`src/rtl/pio_pkg.sv`:
```
package pio_pkg;
  typedef enum logic [2:0] {
    XF_NONE  = 3'b000,
    XF_IN_A  = 3'b001,
    XF_OUT_A = 3'b010,
    XF_IN_B  = 3'b011,
    XF_OUT_B = 3'b100,
    XF_IN_C  = 3'b101,
    XF_OUT_C = 3'b110,
    XF_TEST  = 3'b111
  } xfer_e;

  typedef enum logic [1:0] {
    CF_NONE  = 2'b00,
    CF_START = 2'b01,
    CF_CLEAR = 2'b10,
    CF_PULSE = 2'b11
  } ctl_e;

  typedef enum logic [1:0] {
    TS_BUSY_SET = 2'b00,
    TS_BUSY_CLR = 2'b01,
    TS_DONE_SET = 2'b10,
    TS_DONE_CLR = 2'b11
  } test_e;

  localparam int NUM_BUFS = 3;
  localparam int CODE_W   = 6;
endpackage

```
`src/rtl/pio_sel_decode.sv`:
```
module pio_sel_decode
  import pio_pkg::*;
#(
  parameter logic [CODE_W-1:0] DEV_CODE = 6'o12
) (
  input  logic                cmd_valid,
  input  logic [CODE_W-1:0]   cmd_code,
  input  logic [2:0]          cmd_xfer,
  input  logic [1:0]          cmd_ctl,
  output logic                sel,
  output logic                do_start,
  output logic                do_clear,
  output logic                do_pulse,
  output logic                do_test,
  output logic [NUM_BUFS-1:0] buf_wr,
  output logic [NUM_BUFS-1:0] buf_rd
);
  localparam logic [CODE_W-1:0] CODE_NONE = '0;
  localparam logic [CODE_W-1:0] CODE_CPU  = '1;
  localparam bit CODE_LEGAL = (DEV_CODE != CODE_NONE) && (DEV_CODE != CODE_CPU);

  xfer_e xf;
  ctl_e  cf;
  logic  ctl_ok;

  assign xf     = xfer_e'(cmd_xfer);
  assign cf     = ctl_e'(cmd_ctl);
  assign sel    = CODE_LEGAL && cmd_valid && (cmd_code == DEV_CODE);
  assign do_test = sel && (xf == XF_TEST);
  assign ctl_ok = sel && (xf != XF_TEST);

  assign do_start = ctl_ok && (cf == CF_START);
  assign do_clear = ctl_ok && (cf == CF_CLEAR);
  assign do_pulse = ctl_ok && (cf == CF_PULSE);

  always_comb begin
    buf_wr = '0;
    buf_rd = '0;
    if (sel) begin
      unique case (xf)
        XF_IN_A:  buf_rd[0] = 1'b1;
        XF_OUT_A: buf_wr[0] = 1'b1;
        XF_IN_B:  buf_rd[1] = 1'b1;
        XF_OUT_B: buf_wr[1] = 1'b1;
        XF_IN_C:  buf_rd[2] = 1'b1;
        XF_OUT_C: buf_wr[2] = 1'b1;
        default: ;
      endcase
    end
  end
endmodule

```
`src/rtl/pio_flag_fsm.sv`:
```
module pio_flag_fsm (
  input  logic clk,
  input  logic rst_n,
  input  logic io_reset,
  input  logic do_start,
  input  logic do_clear,
  input  logic complete,
  input  logic mask_load,
  input  logic mask_bit,
  output logic busy,
  output logic done,
  output logic int_dis
);
  always_ff @(posedge clk or negedge rst_n) begin
    if (!rst_n) begin
      busy    <= 1'b0;
      done    <= 1'b0;
      int_dis <= 1'b0;
    end else if (io_reset) begin
      busy    <= 1'b0;
      done    <= 1'b0;
      int_dis <= 1'b0;
    end else begin
      if (mask_load) int_dis <= mask_bit;
      if (do_start) begin
        busy <= 1'b1;
        done <= 1'b0;
      end else if (do_clear) begin
        busy <= 1'b0;
        done <= 1'b0;
      end else if (complete && busy) begin
        busy <= 1'b0;
        done <= 1'b1;
      end
    end
  end
endmodule

```
`src/rtl/pio_buffers.sv`:
```
module pio_buffers
  import pio_pkg::*;
#(
  parameter int WORD_W = 16,
  parameter int A_W    = 8,
  parameter int B_W    = 16,
  parameter int C_W    = 12
) (
  input  logic                clk,
  input  logic                rst_n,
  input  logic [NUM_BUFS-1:0] buf_wr,
  input  logic [NUM_BUFS-1:0] buf_rd,
  input  logic [WORD_W-1:0]   wdata,
  output logic [WORD_W-1:0]   rdata
);
  function automatic int width_of(input int idx);
    case (idx)
      0:       return A_W;
      1:       return B_W;
      default: return C_W;
    endcase
  endfunction

  logic [WORD_W-1:0] rd_word [NUM_BUFS];
  logic [WORD_W-1:0] unused_wdata;
  assign unused_wdata = wdata;

  for (genvar gi = 0; gi < NUM_BUFS; gi++) begin : g_buf
    localparam int W = width_of(gi);
    logic [W-1:0] q;
    always_ff @(posedge clk or negedge rst_n) begin
      if (!rst_n)          q <= '0;
      else if (buf_wr[gi]) q <= wdata[W-1:0];
    end
    assign rd_word[gi] = WORD_W'(q);
  end

  always_comb begin
    rdata = '0;
    for (int i = 0; i < NUM_BUFS; i++) begin
      if (buf_rd[i]) rdata = rdata | rd_word[i];
    end
  end
endmodule

```
`src/rtl/pio_pri_link.sv`:
```
module pio_pri_link
  import pio_pkg::*;
#(
  parameter int                WORD_W   = 16,
  parameter logic [CODE_W-1:0] DEV_CODE = 6'o12
) (
  input  logic              done,
  input  logic              int_dis,
  input  logic              intack,
  input  logic              pri_in,
  output logic              irq,
  output logic              pri_out,
  output logic [WORD_W-1:0] ack_word
);
  logic ack_hit;

  assign irq      = done && !int_dis;
  assign pri_out  = pri_in && !irq;
  assign ack_hit  = intack && pri_in && irq;
  assign ack_word = ack_hit ? WORD_W'(DEV_CODE) : '0;
endmodule

```
`src/rtl/pio_device_ctrl.sv`:
```
module pio_device_ctrl
  import pio_pkg::*;
#(
  parameter int                WORD_W   = 16,
  parameter logic [CODE_W-1:0] DEV_CODE = 6'o12,
  parameter int                MASK_BIT = 5,
  parameter int                A_W      = 8,
  parameter int                B_W      = 16,
  parameter int                C_W      = 12
) (
  input  logic              clk,
  input  logic              rst_n,
  input  logic              io_reset,
  input  logic              cmd_valid,
  input  logic [5:0]        cmd_code,
  input  logic [2:0]        cmd_xfer,
  input  logic [1:0]        cmd_ctl,
  input  logic [WORD_W-1:0] bus_wdata,
  output logic [WORD_W-1:0] bus_rdata,
  output logic              skip,
  input  logic              mask_load,
  input  logic [WORD_W-1:0] mask_word,
  input  logic              intack,
  input  logic              pri_in,
  output logic              pri_out,
  output logic              irq,
  input  logic              dev_complete,
  output logic              dev_pulse,
  output logic              busy,
  output logic              done
);
  logic                sel, do_start, do_clear, do_pulse, do_test, int_dis;
  logic [NUM_BUFS-1:0] buf_wr, buf_rd;
  logic [WORD_W-1:0]   buf_rdata, ack_word;
  logic [WORD_W-1:0]   unused_mask;
  logic                unused_sel;

  assign unused_mask = mask_word;
  assign unused_sel  = sel;

  pio_sel_decode #(.DEV_CODE(DEV_CODE)) i_dec (
    .cmd_valid(cmd_valid), .cmd_code(cmd_code), .cmd_xfer(cmd_xfer),
    .cmd_ctl(cmd_ctl), .sel(sel), .do_start(do_start), .do_clear(do_clear),
    .do_pulse(do_pulse), .do_test(do_test), .buf_wr(buf_wr), .buf_rd(buf_rd)
  );

  pio_flag_fsm i_flags (
    .clk(clk), .rst_n(rst_n), .io_reset(io_reset), .do_start(do_start),
    .do_clear(do_clear), .complete(dev_complete), .mask_load(mask_load),
    .mask_bit(mask_word[MASK_BIT]), .busy(busy), .done(done), .int_dis(int_dis)
  );

  pio_buffers #(.WORD_W(WORD_W), .A_W(A_W), .B_W(B_W), .C_W(C_W)) i_bufs (
    .clk(clk), .rst_n(rst_n), .buf_wr(buf_wr), .buf_rd(buf_rd),
    .wdata(bus_wdata), .rdata(buf_rdata)
  );

  pio_pri_link #(.WORD_W(WORD_W), .DEV_CODE(DEV_CODE)) i_pri (
    .done(done), .int_dis(int_dis), .intack(intack), .pri_in(pri_in),
    .irq(irq), .pri_out(pri_out), .ack_word(ack_word)
  );

  assign bus_rdata = buf_rdata | ack_word;

  always_comb begin
    skip = 1'b0;
    if (do_test) begin
      unique case (test_e'(cmd_ctl))
        TS_BUSY_SET: skip = busy;
        TS_BUSY_CLR: skip = !busy;
        TS_DONE_SET: skip = done;
        TS_DONE_CLR: skip = !done;
      endcase
    end
  end

  always_ff @(posedge clk or negedge rst_n) begin
    if (!rst_n) dev_pulse <= 1'b0;
    else        dev_pulse <= do_pulse && !io_reset;
  end
endmodule

```
`config.mk`:
```
export PLATFORM = sky130hd
export DESIGN_NAME = pio_device_ctrl
export DESIGN_NICKNAME = d
export VERILOG_FILES = /design/src/rtl/pio_pkg.sv /design/src/rtl/pio_sel_decode.sv /design/src/rtl/pio_flag_fsm.sv /design/src/rtl/pio_buffers.sv /design/src/rtl/pio_pri_link.sv /design/src/rtl/pio_device_ctrl.sv
export SDC_FILE = /design/constraint.sdc
export NUM_CORES = 1
export LEC_CHECK = 0
export ABC_AREA = 1
export BUFFER_PORTS_ARGS = -buffer_cell sky130_fd_sc_hd__clkbuf_2
export CAP_MARGIN = 30
export CORE_MARGIN = 3
export CORE_UTILIZATION = 40
export CTS_CLUSTER_SIZE = 16
export DETAILED_ROUTE_END_ITERATION = 8
export PLACE_DENSITY = 0.66
export SLEW_MARGIN = 5
export SYNTH_ARGS = -nofsm -noshare
export SYNTH_HDL_FRONTEND = slang
export SYNTH_SLANG_ARGS = --single-unit
```
`constraint.sdc`:
```
create_clock -name clk -period 2.75 [get_ports clk]
set_input_delay 0.275 -clock clk [delete_from_list [all_inputs] [get_ports clk]]
set_output_delay 0.275 -clock clk [all_outputs]
set_load 0.05 [all_outputs]
```
* Word level (Yosys, flattened, before mapping)
Index checks and enable logic that the tools add are counted.
** Storage, ports and cells
- Bits in registers :: 40
- Input port bits :: 51
- Output and inout bits :: 22
** Cells by class
- Equal/unequal tests :: 12
- Mux-type cells :: 24
- Bitwise logic cells :: 3
- Reduce and logical (&&, ||, !) cells :: 20
** Operators by type and width (count)
- two-way mux 16 bit :: 2
- OR 16 bit :: 2
- two-way mux 1 bit :: 17
- OR 16 x 12 -> 16 bit :: 1
- == test 3 bit, second input constant :: 4
- logical AND 1 bit :: 12
- two-way mux 8 bit :: 1
- == test 3 x 2 -> 1 bit, second input constant :: 2
- == test 6 x 4 -> 1 bit, second input constant :: 1
- two-way mux 3 bit :: 2
- zero test 1 bit :: 5
- == test 2 bit, second input constant :: 2
- two-way mux 4 bit :: 1
- case mux 1 bit (4 select lines) :: 1
- nonzero test 4 bit :: 1
- == test 3 x 1 -> 1 bit, second input constant :: 1
- != test 3 bit, second input constant :: 1
- == test 2 x 1 -> 1 bit, second input constant :: 1
- zero test 2 bit :: 1
- nonzero test 2 bit :: 1

* Logic depth before layout (Yosys ltp)
- Word-level depth :: 9
- Gate-level depth with buffers :: 9

* Modules after synthesis
A second synthesis with hierarchy kept.
** Unflattened totals
- Cells, all modules :: 314
- Area total of the unflattened synthesis :: 2259.7 um^2
** Modules (own cells, without submodules)
- pio_buffers :: times used 1, cells an instance 206, area an instance 1636.6 um^2
- pio_device_ctrl :: times used 1, cells an instance 27, area an instance 167.7 um^2
- pio_sel_decode :: times used 1, cells an instance 39, area an instance 162.7 um^2
- pio_pri_link :: times used 1, cells an instance 24, area an instance 156.4 um^2
- pio_flag_fsm :: times used 1, cells an instance 18, area an instance 136.4 um^2

* Worst setup path before layout
OpenSTA, ideal clock, no wires.
- Kind :: register to output
- Start point :: reg i_flags.done
- End point :: out bus_rdata[1]
- Arrival time :: 2104 ps
- Data required time :: 2475 ps
- Setup slack :: 371 ps
- Stages on the path, launching flop included :: 7
- Path buffers :: 0
- Cell sequence :: dfrtp_1 > inv_1 > nor2_1 > nand3_1 > nand2_1 > inv_1 > nand2_1
** On the way
- Word-level cells in the longest chain between the ends :: 4
** Ends and longest elaborated chain
- start, declared :: line pio_flag_fsm.sv:11 : output logic done,
- start signal, assigned :: line pio_flag_fsm.sv:17 : done <= 1'b0;
- start signal, assigned :: line pio_flag_fsm.sv:21 : done <= 1'b0;
- start signal, assigned :: line pio_flag_fsm.sv:27 : done <= 1'b0;
- logical AND 1 bit :: line pio_pri_link.sv:17 : assign irq = done && !int_dis;
- net irq :: line pio_device_ctrl.sv:26 : output logic irq,
- logical AND 1 bit :: line pio_pri_link.sv:19 : assign ack_hit = intack && pri_in && irq;
- two-way mux 4 bit :: line pio_pri_link.sv:20 : assign ack_word = ack_hit ? WORD_W'(DEV_CODE) : '0;
- OR 16 bit :: line pio_device_ctrl.sv:63 : assign bus_rdata = buf_rdata | ack_word;
- end, declared :: line pio_device_ctrl.sv:19 : output logic [WORD_W-1:0] bus_rdata,
The timed path passes the listed nets, and every way through them passes these cells.

* Worst setup path after layout
- Start point :: in cmd_code[5]
- End point :: out bus_rdata[5]
** On the way
- Word-level cells in the longest chain between the ends :: 9
** Ends and longest elaborated chain
- start, declared :: line pio_device_ctrl.sv:15 : input logic [5:0] cmd_code,
- == test 6 x 4 -> 1 bit (*) :: line pio_sel_decode.sv:28 : assign sel = CODE_LEGAL && cmd_valid && (cmd_code == DEV_CODE);
- logical AND 1 bit (*) :: line pio_sel_decode.sv:28
- two-way mux 3 bit (*) :: line pio_sel_decode.sv:39 : if (sel) begin
- two-way mux 8 bit :: line pio_buffers.sv:41 : if (buf_rd[i]) rdata = rdata | rd_word[i];
- OR 16 bit :: line pio_buffers.sv:41
- two-way mux 16 bit :: line pio_buffers.sv:41
- OR 16 x 12 -> 16 bit :: line pio_buffers.sv:41
- two-way mux 16 bit (*) :: line pio_buffers.sv:41
- OR 16 bit (*) :: line pio_device_ctrl.sv:63
Every way passes the cells marked *; elsewhere a longest branch is shown, timed or not.

==> impl_summary.log <==
[metrics] Post-Syn Area: 0.00219 sq mm
[metrics] synthesized net count: 302
[metrics] master cell of the clock root buffer: sky130_fd_sc_hd__clkbuf_8
[metrics] slew of the pin with the lowest slew margin: 0.568 ns
[metrics] first-pass GRT wire length: 7880 um
[metrics] post-synthesis cell type with the largest combined area: sky130_fd_sc_hd__dfrtp_1
[metrics] post-route core utilization: 50.7%
[metrics] max-slew headroom at the worst pin: 62.0%
[metrics] count of unique library cells instantiated by Yosys: 26
[metrics] post-layout min period: 2.03 ns
[metrics] CTS tree: yes
[metrics] Worst Setup Start Kind: input pin
[metrics] width of the die: 80.1 um
[metrics] maximum clock path buffer count: 2
[metrics] total of endpoints with negative setup slack in the final report: 0
[metrics] unrepaired setup endpoints after global routing: no
[metrics] number of warnings printed during yosys synthesis: 0
[metrics] number of placed instances with taps included: 371
[metrics] run status: completed
[metrics] Final Max Tran Viols: 0
[metrics] category of the most critical setup path: input pin to output pin
[metrics] synthesis-stage register bit count: 40
[metrics] ANT nets after route: 0
[metrics] Hold WC Path Type: input pin to flip-flop
[metrics] worst-case clock skew: 0.000216 ns
[metrics] clock latency reported for the late side of the worst-skew pair: 0.29 ns
[metrics] Detailed Place HPWL: 3240 um
[metrics] leading cell types by total area after synthesis: sky130_fd_sc_hd__dfrtp_1 (46%), sky130_fd_sc_hd__o21ai_2 (11%), sky130_fd_sc_hd__nand2_1 (9.1%)
[metrics] GRT Resource Usage Total: 15.8%
[metrics] routability cong.: 0.742
[metrics] TritonCTS buffer count: 5
[metrics] Total Neg Setup Slack: 0 ns
[metrics] antenna diode instance count: 0
[metrics] PortBufs: 57
[metrics] worst min-delay path startpoint: mask_load
[metrics] number of fill cells: 529
[metrics] synthesized area per cell: 8.74 sq um
[metrics] clock transition at the registers of the reported paths: 0.08 ns
[metrics] floorplan die height: 80.1 um
[metrics] nets: 360
[metrics] Initial Utilization: 42.1%
[metrics] Hold Buf Count CTS: 1
[metrics] arrival time of the worst setup path: 1.76 ns
[metrics] Crit. End Element: output pin
[metrics] launching instance or port of the critical path: cmd_code[5]
[metrics] number of gates resized after cts: 0
[metrics] Max Fclk: 492 MHz
[metrics] Placement Rows: 26
[metrics] Peak supply drop: 0.361 mV
[metrics] area of the core region: 0.00520 sq mm
[metrics] GR Overflow Total: 0
[metrics] Post-CTS Setup Inserts: 0
[metrics] total wirelength of the detailed-routed design: 4670 um
[metrics] number of failing hold endpoints at the final stage: 0
[metrics] vias: 1792
[metrics] top-level I/O count: 73
[metrics] via count of the first global-routing pass: 1675
[metrics] Power per Cell Area: 472 mW/mm^2
[metrics] growth of design area from synthesis to finish: 20.4%
[metrics] CP Data Required Time: 2.48 ns
[metrics] routed len/inst: 12.3 um
[metrics] Post-Place Worst Slack: 0.706 ns
[metrics] Post-Syn Instances: 251
[metrics] # DRC: 0
[metrics] Finished Layout Cells: 380
[metrics] violation count after the first detailed-routing iteration: 99
[metrics] number of H-tree levels: 2
[metrics] detailed-router iteration count before antenna repair: 4
[metrics] detailed-route vias per instance: 4.72
[metrics] ratio of final minimum period to clock period: 73.9%
[metrics] maximum number of pins on one net before global-route repair: 33
[metrics] Critical R2R Launch: i_flags.busy
[metrics] register area share after synthesis: 45.6%
[metrics] overall die area: 0.00641 sq mm
[metrics] maximum capacitance violations: 0
[metrics] share of layout cells above drive strength 1: 36.5%
[metrics] maximum fanout count along the critical path: 27
[metrics] area share of the leading cell type in the synthesized netlist: 45.6%
[metrics] number of sinks on the clock net: 40
[metrics] total leakage power: 1.37 nW
[metrics] Worst Slack Setup Final: 0.717 ns
[metrics] number of antenna violations at the first check in global routing: 0
[where the power goes]
part           total [mW]  switching [mW]  internal (mW)
registers           0.611         0.00812          0.603
clock network       0.525           0.205          0.320
logic               0.111          0.0704         0.0403
total                1.25           0.283          0.963
[layer usage]
metal,GRT usage [%],wire length [um],vias to the layer above
met3,3.25,229,5
met5,0,0,-
met2,26.0,2210,40
met1,20.6,2170,822
li1,-,-,925
met4,5.07,68,0
[critical path, stage by stage]
cell and delay, ns:
sky130_fd_sc_hd__clkbuf_2 0.08, sky130_fd_sc_hd__nor2_1 0.11, sky130_fd_sc_hd__nand2_2 0.10, sky130_fd_sc_hd__nor2_8 0.35
sky130_fd_sc_hd__nand2_2 0.16, sky130_fd_sc_hd__nor2_4 0.21, sky130_fd_sc_hd__nand2_1 0.08, sky130_fd_sc_hd__nand3_1 0.09
sky130_fd_sc_hd__clkbuf_2 0.28
[final timing paths]
kind                                        end  slack, ns  cells past startpoint
hold / removal                  i_flags.int_dis       0.16                      2
hold reg to reg            i_bufs.g_buf[0].q[0]       0.49                      2
min in group asynchronous          i_flags.done       0.48                      2
setup / recovery                   bus_rdata[5]       0.72                      9
max in group asynchronous  i_bufs.g_buf[1].q[6]       1.79                      3
setup reg to reg                   i_flags.busy       2.01                      4
[logic make-up after synthesis]
| group | count (synthesis) | synth area share, % |
|---|---|---|
| xor gates and xnor gates | 1 | 0.399 |
| and+or+nand+nor | 111 | 26.7 |
| AOI/OAI and AO/OA | 45 | 15.2 |
| buffers and inverters | 54 | 12.1 |
| DFF | 40 | 45.6 |
[Yosys cell counts (all sizes together)]
master,number
nand2,59
nand4,20
nand3,13
buf,11
a21oi,2
inv,42
dfrtp,40
nor3,1
o21ai,42
xor2,1
and3b,1
clkinv,1
nor2,17
o211ai,1
[through the flow]
stage	power (mW)	hold slack, ns	instance area (sq um)
6_report	1.25	0.165	2640
2_1_floorplan	0.678	-0.0206	2190
3_5_place_dp	0.733	0.232	2500
4_1_cts	1.26	0.155	2640
3_3_place_gp	0.727	0.464	2480
5_1_grt	1.30	0.159	2640
[area by class of cell]
type                    instances  area [sq um]  share of cell area (%)
clock buffers                   7          96.3                    3.65
flip-flops and latches         40          1000                    37.9
clock inverters                 1          30.0                    1.14
multi-input cells             157           927                    35.1
repair buffers                 62           338                    12.8
inverters                      43           161                    6.11
well taps                      70          87.6                    3.32
[registers in the layout, indices dropped and copies added (netlist names)]
| signal | cells |
|---|---|
| i_flags.done | 1 |
| i_bufs.g_buf.q | 36 |
| i_flags.int_dis | 1 |
| i_flags.busy | 1 |
| dev_pulse | 1 |
[cell usage in the layout (no fill, tap or decap), drive strengths merged, types with 2 or more instances in the layout]
cell type,netlist,routed
clkbuf,0,64
nand3,13,13
buf,11,4
o21ai,42,42
nor2,17,17
inv,42,42
dfrtp,40,40
nand2,59,59
a21oi,2,2
nand4,20,20
Power figures use the tool's default switching activity.
